--- src/rtl/fxpack_pkg.sv ---
package fxpack_pkg;

  localparam int ACC_W       = 64;
  localparam int SCALE_MAX_W = 6;

  typedef enum logic [1:0] {
    PK_BYTE16 = 2'b00,
    PK_BYTE32 = 2'b01,
    PK_FIX16  = 2'b10,
    PK_RSVD   = 2'b11
  } pk_mode_e;

  // Up-scale by a variable amount, then arithmetic down-shift by a constant.
  function automatic logic signed [ACC_W-1:0] fx_scale_rsh(
    input logic signed [ACC_W-1:0]   x,
    input logic [SCALE_MAX_W-1:0]    sc,
    input int unsigned               rsh
  );
    logic signed [ACC_W-1:0] up;
    up = x <<< sc;
    return up >>> rsh;
  endfunction

  // Clamp a wide signed value into [lo, hi].
  function automatic logic signed [ACC_W-1:0] fx_clamp(
    input logic signed [ACC_W-1:0] v,
    input logic signed [ACC_W-1:0] lo,
    input logic signed [ACC_W-1:0] hi
  );
    if (v > hi)      return hi;
    else if (v < lo) return lo;
    else             return v;
  endfunction

endpackage

--- src/rtl/fxpack_lane.sv ---
module fxpack_lane
  import fxpack_pkg::*;
#(
  parameter int IN_W       = 16,
  parameter int OUT_W      = 8,
  parameter int SC_W       = 4,
  parameter int RSH        = 7,
  parameter bit SIGNED_OUT = 1'b0
) (
  input  logic [IN_W-1:0]  src,
  input  logic [SC_W-1:0]  scale,
  output logic [OUT_W-1:0] q,
  output logic             sat_hi,
  output logic             sat_lo
);

  localparam logic signed [ACC_W-1:0] ONE    = ACC_W'(1);
  localparam logic signed [ACC_W-1:0] HI_LIM = SIGNED_OUT ? ((ONE <<< (OUT_W-1)) - ONE)
                                                          : ((ONE <<< OUT_W) - ONE);
  localparam logic signed [ACC_W-1:0] LO_LIM = SIGNED_OUT ? ~HI_LIM : '0;

  logic signed [ACC_W-1:0] wide;
  logic signed [ACC_W-1:0] shifted;
  logic signed [ACC_W-1:0] clipped;

  always_comb begin
    wide    = {{(ACC_W-IN_W){src[IN_W-1]}}, src};
    shifted = fx_scale_rsh(wide, SCALE_MAX_W'(scale), RSH);
    clipped = fx_clamp(shifted, LO_LIM, HI_LIM);
    sat_hi  = (shifted > HI_LIM);
    sat_lo  = (shifted < LO_LIM);
    q       = clipped[OUT_W-1:0];
  end

endmodule

--- src/rtl/fxpack_merge.sv ---
module fxpack_merge #(
  parameter int WORD_W = 64,
  parameter int HALF_W = 32,
  parameter int GAP_W  = 8
) (
  input  logic [WORD_W-1:0] opa,
  output logic [WORD_W-1:0] base
);

  localparam int N_HALF = WORD_W / HALF_W;

  for (genvar h = 0; h < N_HALF; h++) begin : g_half
    assign base[h*HALF_W +: HALF_W] = {opa[h*HALF_W +: (HALF_W-GAP_W)], {GAP_W{1'b0}}};
  end

endmodule

--- src/rtl/fxpack_unit.sv ---
module fxpack_unit
  import fxpack_pkg::*;
#(
  parameter int WORD_W   = 64,
  parameter int SC_LSB   = 3,
  parameter int SC16_W   = 4,
  parameter int SC32_W   = 5,
  parameter int RSH_B16  = 7,
  parameter int RSH_B32  = 23,
  parameter int RSH_FIX  = 16
) (
  input  logic              clk,
  input  logic              rst_n,
  input  logic              in_valid,
  input  logic [1:0]        mode_sel,
  input  logic [WORD_W-1:0] gsr,
  input  logic [WORD_W-1:0] opa,
  input  logic [WORD_W-1:0] opb,
  output logic              out_valid,
  output logic [WORD_W-1:0] result
);

  localparam int W16 = 16;
  localparam int W32 = 32;
  localparam int W8  = 8;
  localparam int N16 = WORD_W / W16;
  localparam int N32 = WORD_W / W32;

  logic [SC16_W-1:0] scale16;
  logic [SC32_W-1:0] scale32;
  assign scale16 = gsr[SC_LSB +: SC16_W];
  assign scale32 = gsr[SC_LSB +: SC32_W];

  // Lane results and saturation events, brought out for the checker.
  logic [W8-1:0]  q16  [N16];
  logic [W8-1:0]  q32b [N32];
  logic [W16-1:0] qfx  [N32];
  logic [N16-1:0] sat16_hi, sat16_lo;
  logic [N32-1:0] sat32_hi, sat32_lo;
  logic [N32-1:0] satfx_hi, satfx_lo;
  logic [WORD_W-1:0] merge_base;

  for (genvar k = 0; k < N16; k++) begin : g_b16
    fxpack_lane #(
      .IN_W(W16), .OUT_W(W8), .SC_W(SC16_W), .RSH(RSH_B16), .SIGNED_OUT(1'b0)
    ) u_lane (
      .src(opb[k*W16 +: W16]), .scale(scale16), .q(q16[k]),
      .sat_hi(sat16_hi[k]), .sat_lo(sat16_lo[k])
    );
  end

  for (genvar w = 0; w < N32; w++) begin : g_w32
    fxpack_lane #(
      .IN_W(W32), .OUT_W(W8), .SC_W(SC32_W), .RSH(RSH_B32), .SIGNED_OUT(1'b0)
    ) u_byte (
      .src(opb[w*W32 +: W32]), .scale(scale32), .q(q32b[w]),
      .sat_hi(sat32_hi[w]), .sat_lo(sat32_lo[w])
    );
    fxpack_lane #(
      .IN_W(W32), .OUT_W(W16), .SC_W(SC32_W), .RSH(RSH_FIX), .SIGNED_OUT(1'b1)
    ) u_fix (
      .src(opb[w*W32 +: W32]), .scale(scale32), .q(qfx[w]),
      .sat_hi(satfx_hi[w]), .sat_lo(satfx_lo[w])
    );
  end

  fxpack_merge #(.WORD_W(WORD_W), .HALF_W(W32), .GAP_W(W8)) u_merge (
    .opa(opa), .base(merge_base)
  );

  logic [WORD_W-1:0] res_c;
  always_comb begin
    res_c = '0;
    unique case (pk_mode_e'(mode_sel))
      PK_BYTE16: for (int k = 0; k < N16; k++) res_c[k*W8 +: W8] = q16[k];
      PK_BYTE32: begin
        res_c = merge_base;
        for (int w = 0; w < N32; w++) res_c[w*W32 +: W8] = res_c[w*W32 +: W8] | q32b[w];
      end
      PK_FIX16:  for (int w = 0; w < N32; w++) res_c[w*W16 +: W16] = qfx[w];
      default:   res_c = '0;
    endcase
  end

  always_ff @(posedge clk) begin
    if (!rst_n) begin
      out_valid <= 1'b0;
      result    <= '0;
    end else begin
      out_valid <= in_valid;
      if (in_valid) result <= res_c;
    end
  end

endmodule

--- config.mk ---
export PLATFORM = sky130hd
export DESIGN_NAME = fxpack_unit
export DESIGN_NICKNAME = d
export VERILOG_FILES = /design/src/rtl/fxpack_pkg.sv /design/src/rtl/fxpack_lane.sv /design/src/rtl/fxpack_merge.sv /design/src/rtl/fxpack_unit.sv
export SDC_FILE = /design/constraint.sdc
export NUM_CORES = 1
export LEC_CHECK = 0
export BUFFER_PORTS_ARGS = -buffer_cell sky130_fd_sc_hd__buf_4
export CAP_MARGIN = 20
export CORE_UTILIZATION = 55
export CTS_BUF_LIST = sky130_fd_sc_hd__clkbuf_8 sky130_fd_sc_hd__clkbuf_16
export CTS_CLUSTER_SIZE = 28
export DETAILED_ROUTE_END_ITERATION = 12
export GPL_TIMING_DRIVEN = 1
export PLACE_DENSITY = 0.8
export SLEW_MARGIN = 20
export SYNTH_ARGS = -nofsm -noshare
export SYNTH_HDL_FRONTEND = slang
export SYNTH_SLANG_ARGS = --single-unit
--- constraint.sdc ---
create_clock -name clk -period 4.85 [get_ports clk]
set_input_delay 0.7275 -clock clk [delete_from_list [all_inputs] [get_ports clk]]
set_output_delay 0.7275 -clock clk [all_outputs]
set_load 0.02 [all_outputs]
# Word-level counts from Yosys, hierarchy flattened

Index checks and enable logic that the tools add are counted.

Input bits: 197
Word-level logic and storage cells: 45
Flip-flop bits (word level): 65

Shift-type cells: 6
$lt $le $gt $ge: 16
Reductions and logical operators: 1
Eq/ne operators: 2
Muxes and demuxes: 18

Operators with widths:

| kind                                                             | number |
|---|---|
| <<< shifter 16 x 4 -> 64 bit                                     | 4 |
| greater-than comparator 57 x 9 -> 1 bit (second input constant)  | 4 |
| less-than comparator 57 x 1 -> 1 bit (second input constant)     | 4 |
| <<< shifter 32 x 5 -> 64 bit                                     | 2 |
| greater-than comparator 48 x 16 -> 1 bit (second input constant) | 2 |
| less-than comparator 48 x 16 -> 1 bit (second input constant)    | 2 |
| two-way mux 8 bit                                                | 12 |
| case mux 32 bit (3 select lines)                                 | 1 |
| greater-than comparator 41 x 9 -> 1 bit (second input constant)  | 2 |
| less-than comparator 41 x 1 -> 1 bit (second input constant)     | 2 |
| two-way mux 16 bit                                               | 4 |
| two-way mux 32 bit                                               | 1 |
| equality test 2 x 1 -> 1 bit (second input constant)             | 1 |
| equality test 2 bit (second input constant)                      | 1 |
| zero test 2 bit                                                  | 1 |

# Logic depth before layout (Yosys ltp)

Depth after elaboration: 5
Depth in mapped cells: 18

# Cells and area by module

Synthesis repeated with hierarchy kept, for this count alone.

Cell total of the unflattened synthesis: 2198
Area, all modules: 18164.9 µm²

By module, submodules not included:

| module                            | area an instance (µm²) | times used | cells each |
|---|---|---|---|
| fxpack_lane (g_w32[0].u_fix ...)  | 2929.1                 | 2          | 326 |
| fxpack_lane (g_w32[0].u_byte ...) | 2346.0                 | 2          | 295 |
| fxpack_lane (g_b16[0].u_lane ...) | 992.2                  | 4          | 133 |
| fxpack_unit                       | 3161.8                 | 1          | 359 |
| fxpack_merge                      | 484.2                  | 1          | 65 |

# Worst setup path before layout

Ideal clock, no wire load.

Kind: input to register
Start point: input port gsr[4]
End point: register result[26]
Stages on the path: 11
Data arrival time: 3.553 ns
Data required time: 4.730 ns
Setup slack: 1.177 ns
Library setup time: 0.120 ns
Cells stage by stage: buf_6 > mux4_2 > mux2_2 > or3b_1 > or4_1 > a311oi_1 > o2111a_1 > buf_4 > or3_2 > a2bb2o_4 > a211o_1

Longest elaborated chain between the ends: 5
Elaborated cells between the ends (all ways): 11
Those cells by class: 4 x order compare; 2 x shift; 5 x mux

Ends and longest elaborated chain:

| element                                                                                       | line              | RTL |
|---|---|---|
| start, declared                                                                               | fxpack_unit.sv:16 | `input logic [WORD_W-1:0] gsr,` |
| <<< shifter 32 x 5 -> 64 bit or <<< shifter 16 x 4 -> 64 bit (tied branches)                  | fxpack_pkg.sv:20  | `up = x <<< sc;` |
| less-than comparator 48 x 16 -> 1 bit or less-than comparator 57 x 1 -> 1 bit (tied branches) | fxpack_pkg.sv:31  | `else if (v < lo) return lo;` |
| two-way mux 16 bit or two-way mux 8 bit (tied branches)                                       | fxpack_pkg.sv:31  |  |
| two-way mux 16 bit or two-way mux 8 bit (tied branches)                                       | fxpack_pkg.sv:30  | `if (v > hi) return hi;` |
| case mux 32 bit (3 select lines) (*)                                                          | fxpack_unit.sv:74 | `unique case (pk_mode_e'(mode_sel))` |
| end signal, assigned                                                                          | fxpack_unit.sv:91 | `if (in_valid) result <= res_c;` |
| end, declared                                                                                 | fxpack_unit.sv:20 | `output logic [WORD_W-1:0] result` |

Mark *: on every way between the ends. The rest lies on a longest branch, timed or not.
A chain may end at the register's enable or synchronous reset.

# Worst setup path after layout

Start point: input port gsr[4]
End point: register result[10]

The elaborated chain is that of the path after synthesis.

==> impl_metrics.toml <==
[outcome]
outcome = "finished, final reports clean"

[cts]
ctsHtreeMaxLevel = 3
clkLatencyLatePin_ns = 0.33
clock_sinks = 65
cts_tree = "done"
numCtsBuffers = 9
cts.clk_slew.worst_paths_ns = 0.05
cts_root_buf = "clkbuf_16"
cts_buffer_depth = 2
cts.repair.resized = 0
cts_setup_buffers = 0
hold_buffers = 0

[sta]
rsz0062_at_grt = "no"
drv_slew = 0
max_slew_margin_pct = 28.8
period_needed_ns = 4.13
setup_viol_count_final = 0
worstMarginPinSlew_ns = 1.06
period_share_pct = 85.2
hold_viol_final = 0
skew_ns = 0
setup-tns-final_ns = 0
fin_ws_ns = 0.715
fmax_mhz = 242

[floorplan]
die_y_um = 132
ios = 262
start_util_pct = 56.3
fp-row-count = 47
dieArea_um2 = 17500
fp.dieW_um = 132
fp.coreArea_um2 = 16600

[placement]
placed_area_um2 = 10900
place_ws_ns = 0.522
dp_cells = 1527
io_buffers = 186
hpwlAfterDp_um = 26700
gp_congestion = 0.998

[worst_hold_path]
worstHoldPathType = "register to register"

[setup_path]
worstPathArrival_ns = 4.33
cp_max_fo = 61
crit_path_start_kind = "input port"
slowest_stage = "mux4_2"
max_stage_delay_ns = 0.63
required_ns = 5.04
path_class = "input port to register"
cp_cell_sequence = "buf_6 > mux4_2 > mux2i_1 > o211ai_1 > a2111oi_0 > buf_4 > o31ai_1 > nor4_4 > buf_4 > a31oi_1 > nand3_1 > a31oi_1"
worst_setup_path_end_kind = "register"

[finish]
ff_latch_area_um2 = 1300
diodes = 0
drive_gt1_share_pct = 28.7
post-route-cell-area_um2 = 11200
final_common_cell = "buf_4"
multi_input_area_um2 = 7450
fillers = 1413
syn2layout_area_growth_pct = 20.2
final_cell_mix = "buf_4, nand2_1, nor2_1"
nets = 1515
final_cells = 1543

[logic_synthesis]
synthArstFlopShare_pct = 0
synthFlopType = "dfxtp_1"
syn_nets = 1381
synth_edf_count = 0
syn-mean-instance-area_um2 = 7.89
syn_inst = 1184
syn-cell-area_um2 = 9340
synth_cell_type_count = 79
ys_seq_area_share_pct = 13.9
yosys_warnings = 0
synth-seq-cells = 65

[global_routing]
grt_pass1_vias = 9780
grt_pass1_wl_um = 55800
grt_start_max_net_pins = 80
overflow = 0
grt_use_total_pct = 40.2
antenna_found_initial = 0

[pwr]
p_leak_nw = 4.31
ir_drop_uv = 194
pwr_density_cell_nw_per_um2 = 211

[route]
drcViolationCount = 0
vias = 10900
wire_per_inst_um = 23.2
first_pass_iters = 6
totalWireLength_um = 35800
drt_iter0_drc = 1392
viasPerCell = 7.07
antenna_left = 0

[job]
maxCapViolations = 0
registers in the layout, summed over array words and instances, names as in the netlist:
name	cells
out_valid	1
result	64
cell usage after synthesis, drive strengths merged, types with 6 or more instances:
cell type | instances | share of area [%]
a2bb2oi | 9 | 0.84
a21oi | 71 | 3.9
a211oi | 11 | 0.88
nand3 | 46 | 2.6
mux4 | 71 | 17
a22o | 10 | 0.94
o22ai | 29 | 1.9
mux2 | 28 | 3.4
and3 | 6 | 0.40
o21ai | 93 | 5.0
nor2 | 104 | 4.2
a221oi | 14 | 1.3
o31ai | 7 | 0.67
nand2b | 32 | 2.1
clkbuf | 58 | 2.3
a21o | 7 | 0.56
nand4 | 7 | 0.47
a311oi | 9 | 0.84
nor2b | 32 | 2.1
and2 | 6 | 0.40
nor3b | 6 | 0.48
nor3 | 28 | 1.5
or3 | 6 | 0.42
mux2i | 77 | 8.3
o2111ai | 6 | 0.56
inv | 6 | 0.24
buf | 57 | 3.8
a21boi | 26 | 2.1
a31oi | 34 | 2.3
nand2 | 121 | 4.9
o221ai | 6 | 0.56
nor4 | 12 | 0.96
or2 | 7 | 0.47
dfxtp | 65 | 14
o211ai | 14 | 1.3
or4 | 6 | 0.48
cell type report:
class / instances / share of cell area [%]
Inverter: 7 / 0.234
Timing Repair Buffer: 238 / 16.4
Sequential cell: 65 / 11.6
Clock inverter: 6 / 0.803
Tap cell: 220 / 2.45
Multi-Input combinational cell: 997 / 66.4
Clock buffer: 10 / 2.13
worst max-delay path: cells and delay by family:
kind | cells | cell delay [ns]
AO/OA/AOI/OAI | 5 | 1.11
buffers and inverters | 3 | 0.92
multiplexers | 2 | 1.11
AND/OR/NAND/NOR | 2 | 0.43
report_power, final:
group | total [mW] | internal [mW] | switching [mW]
combinational | 1.10 | 0.449 | 0.646
sequential | 0.567 | 0.555 | 0.0113
clock | 0.707 | 0.465 | 0.242
total | 2.37 | 1.47 | 0.899
kinds of logic (layout without fill, tap and decap cells):
group                  Yosys count  count (layout)  share of synthesized area, %
AND/OR/NAND/NOR                425             425                          22.1
AO/OA/AOI/OAI                  396             396                          28.7
multiplexers                   176             176                          28.8
buffers and inverters          122             261                          6.39
flip-flops                      65              65                          13.9
routing by layer:
layer,up-vias,track usage (%),part of all wire [%]
li1,4862,-,-
met2,824,58.8,42
met4,0,13.7,3.1
met1,5123,58.3,42
met3,97,8.65,13
met5,-,0,0
through the flow:
stage	total power [mW]	hold WS, ns	utilization (%)
after CTS	2.33	0.482	67.6
after global placement	1.63	0.467	65.7
final	2.37	0.478	67.7
after detailed placement	1.63	0.466	65.7
after floorplan	1.26	0.551	-
after global routing	2.47	0.502	67.7
path summary, 6_finish.rpt:
path / startpoint / to / slack [ns] / cells after the start
setup / recovery: gsr[4] / result[10] / 0.72 / 12
hold / removal: result[55] / result[55] / 0.48 / 2
setup reg to reg: result[13] / result[13] / 3.85 / 5
hold reg to reg: result[55] / result[55] / 0.48 / 2
Power figures use the tool's default switching activity.
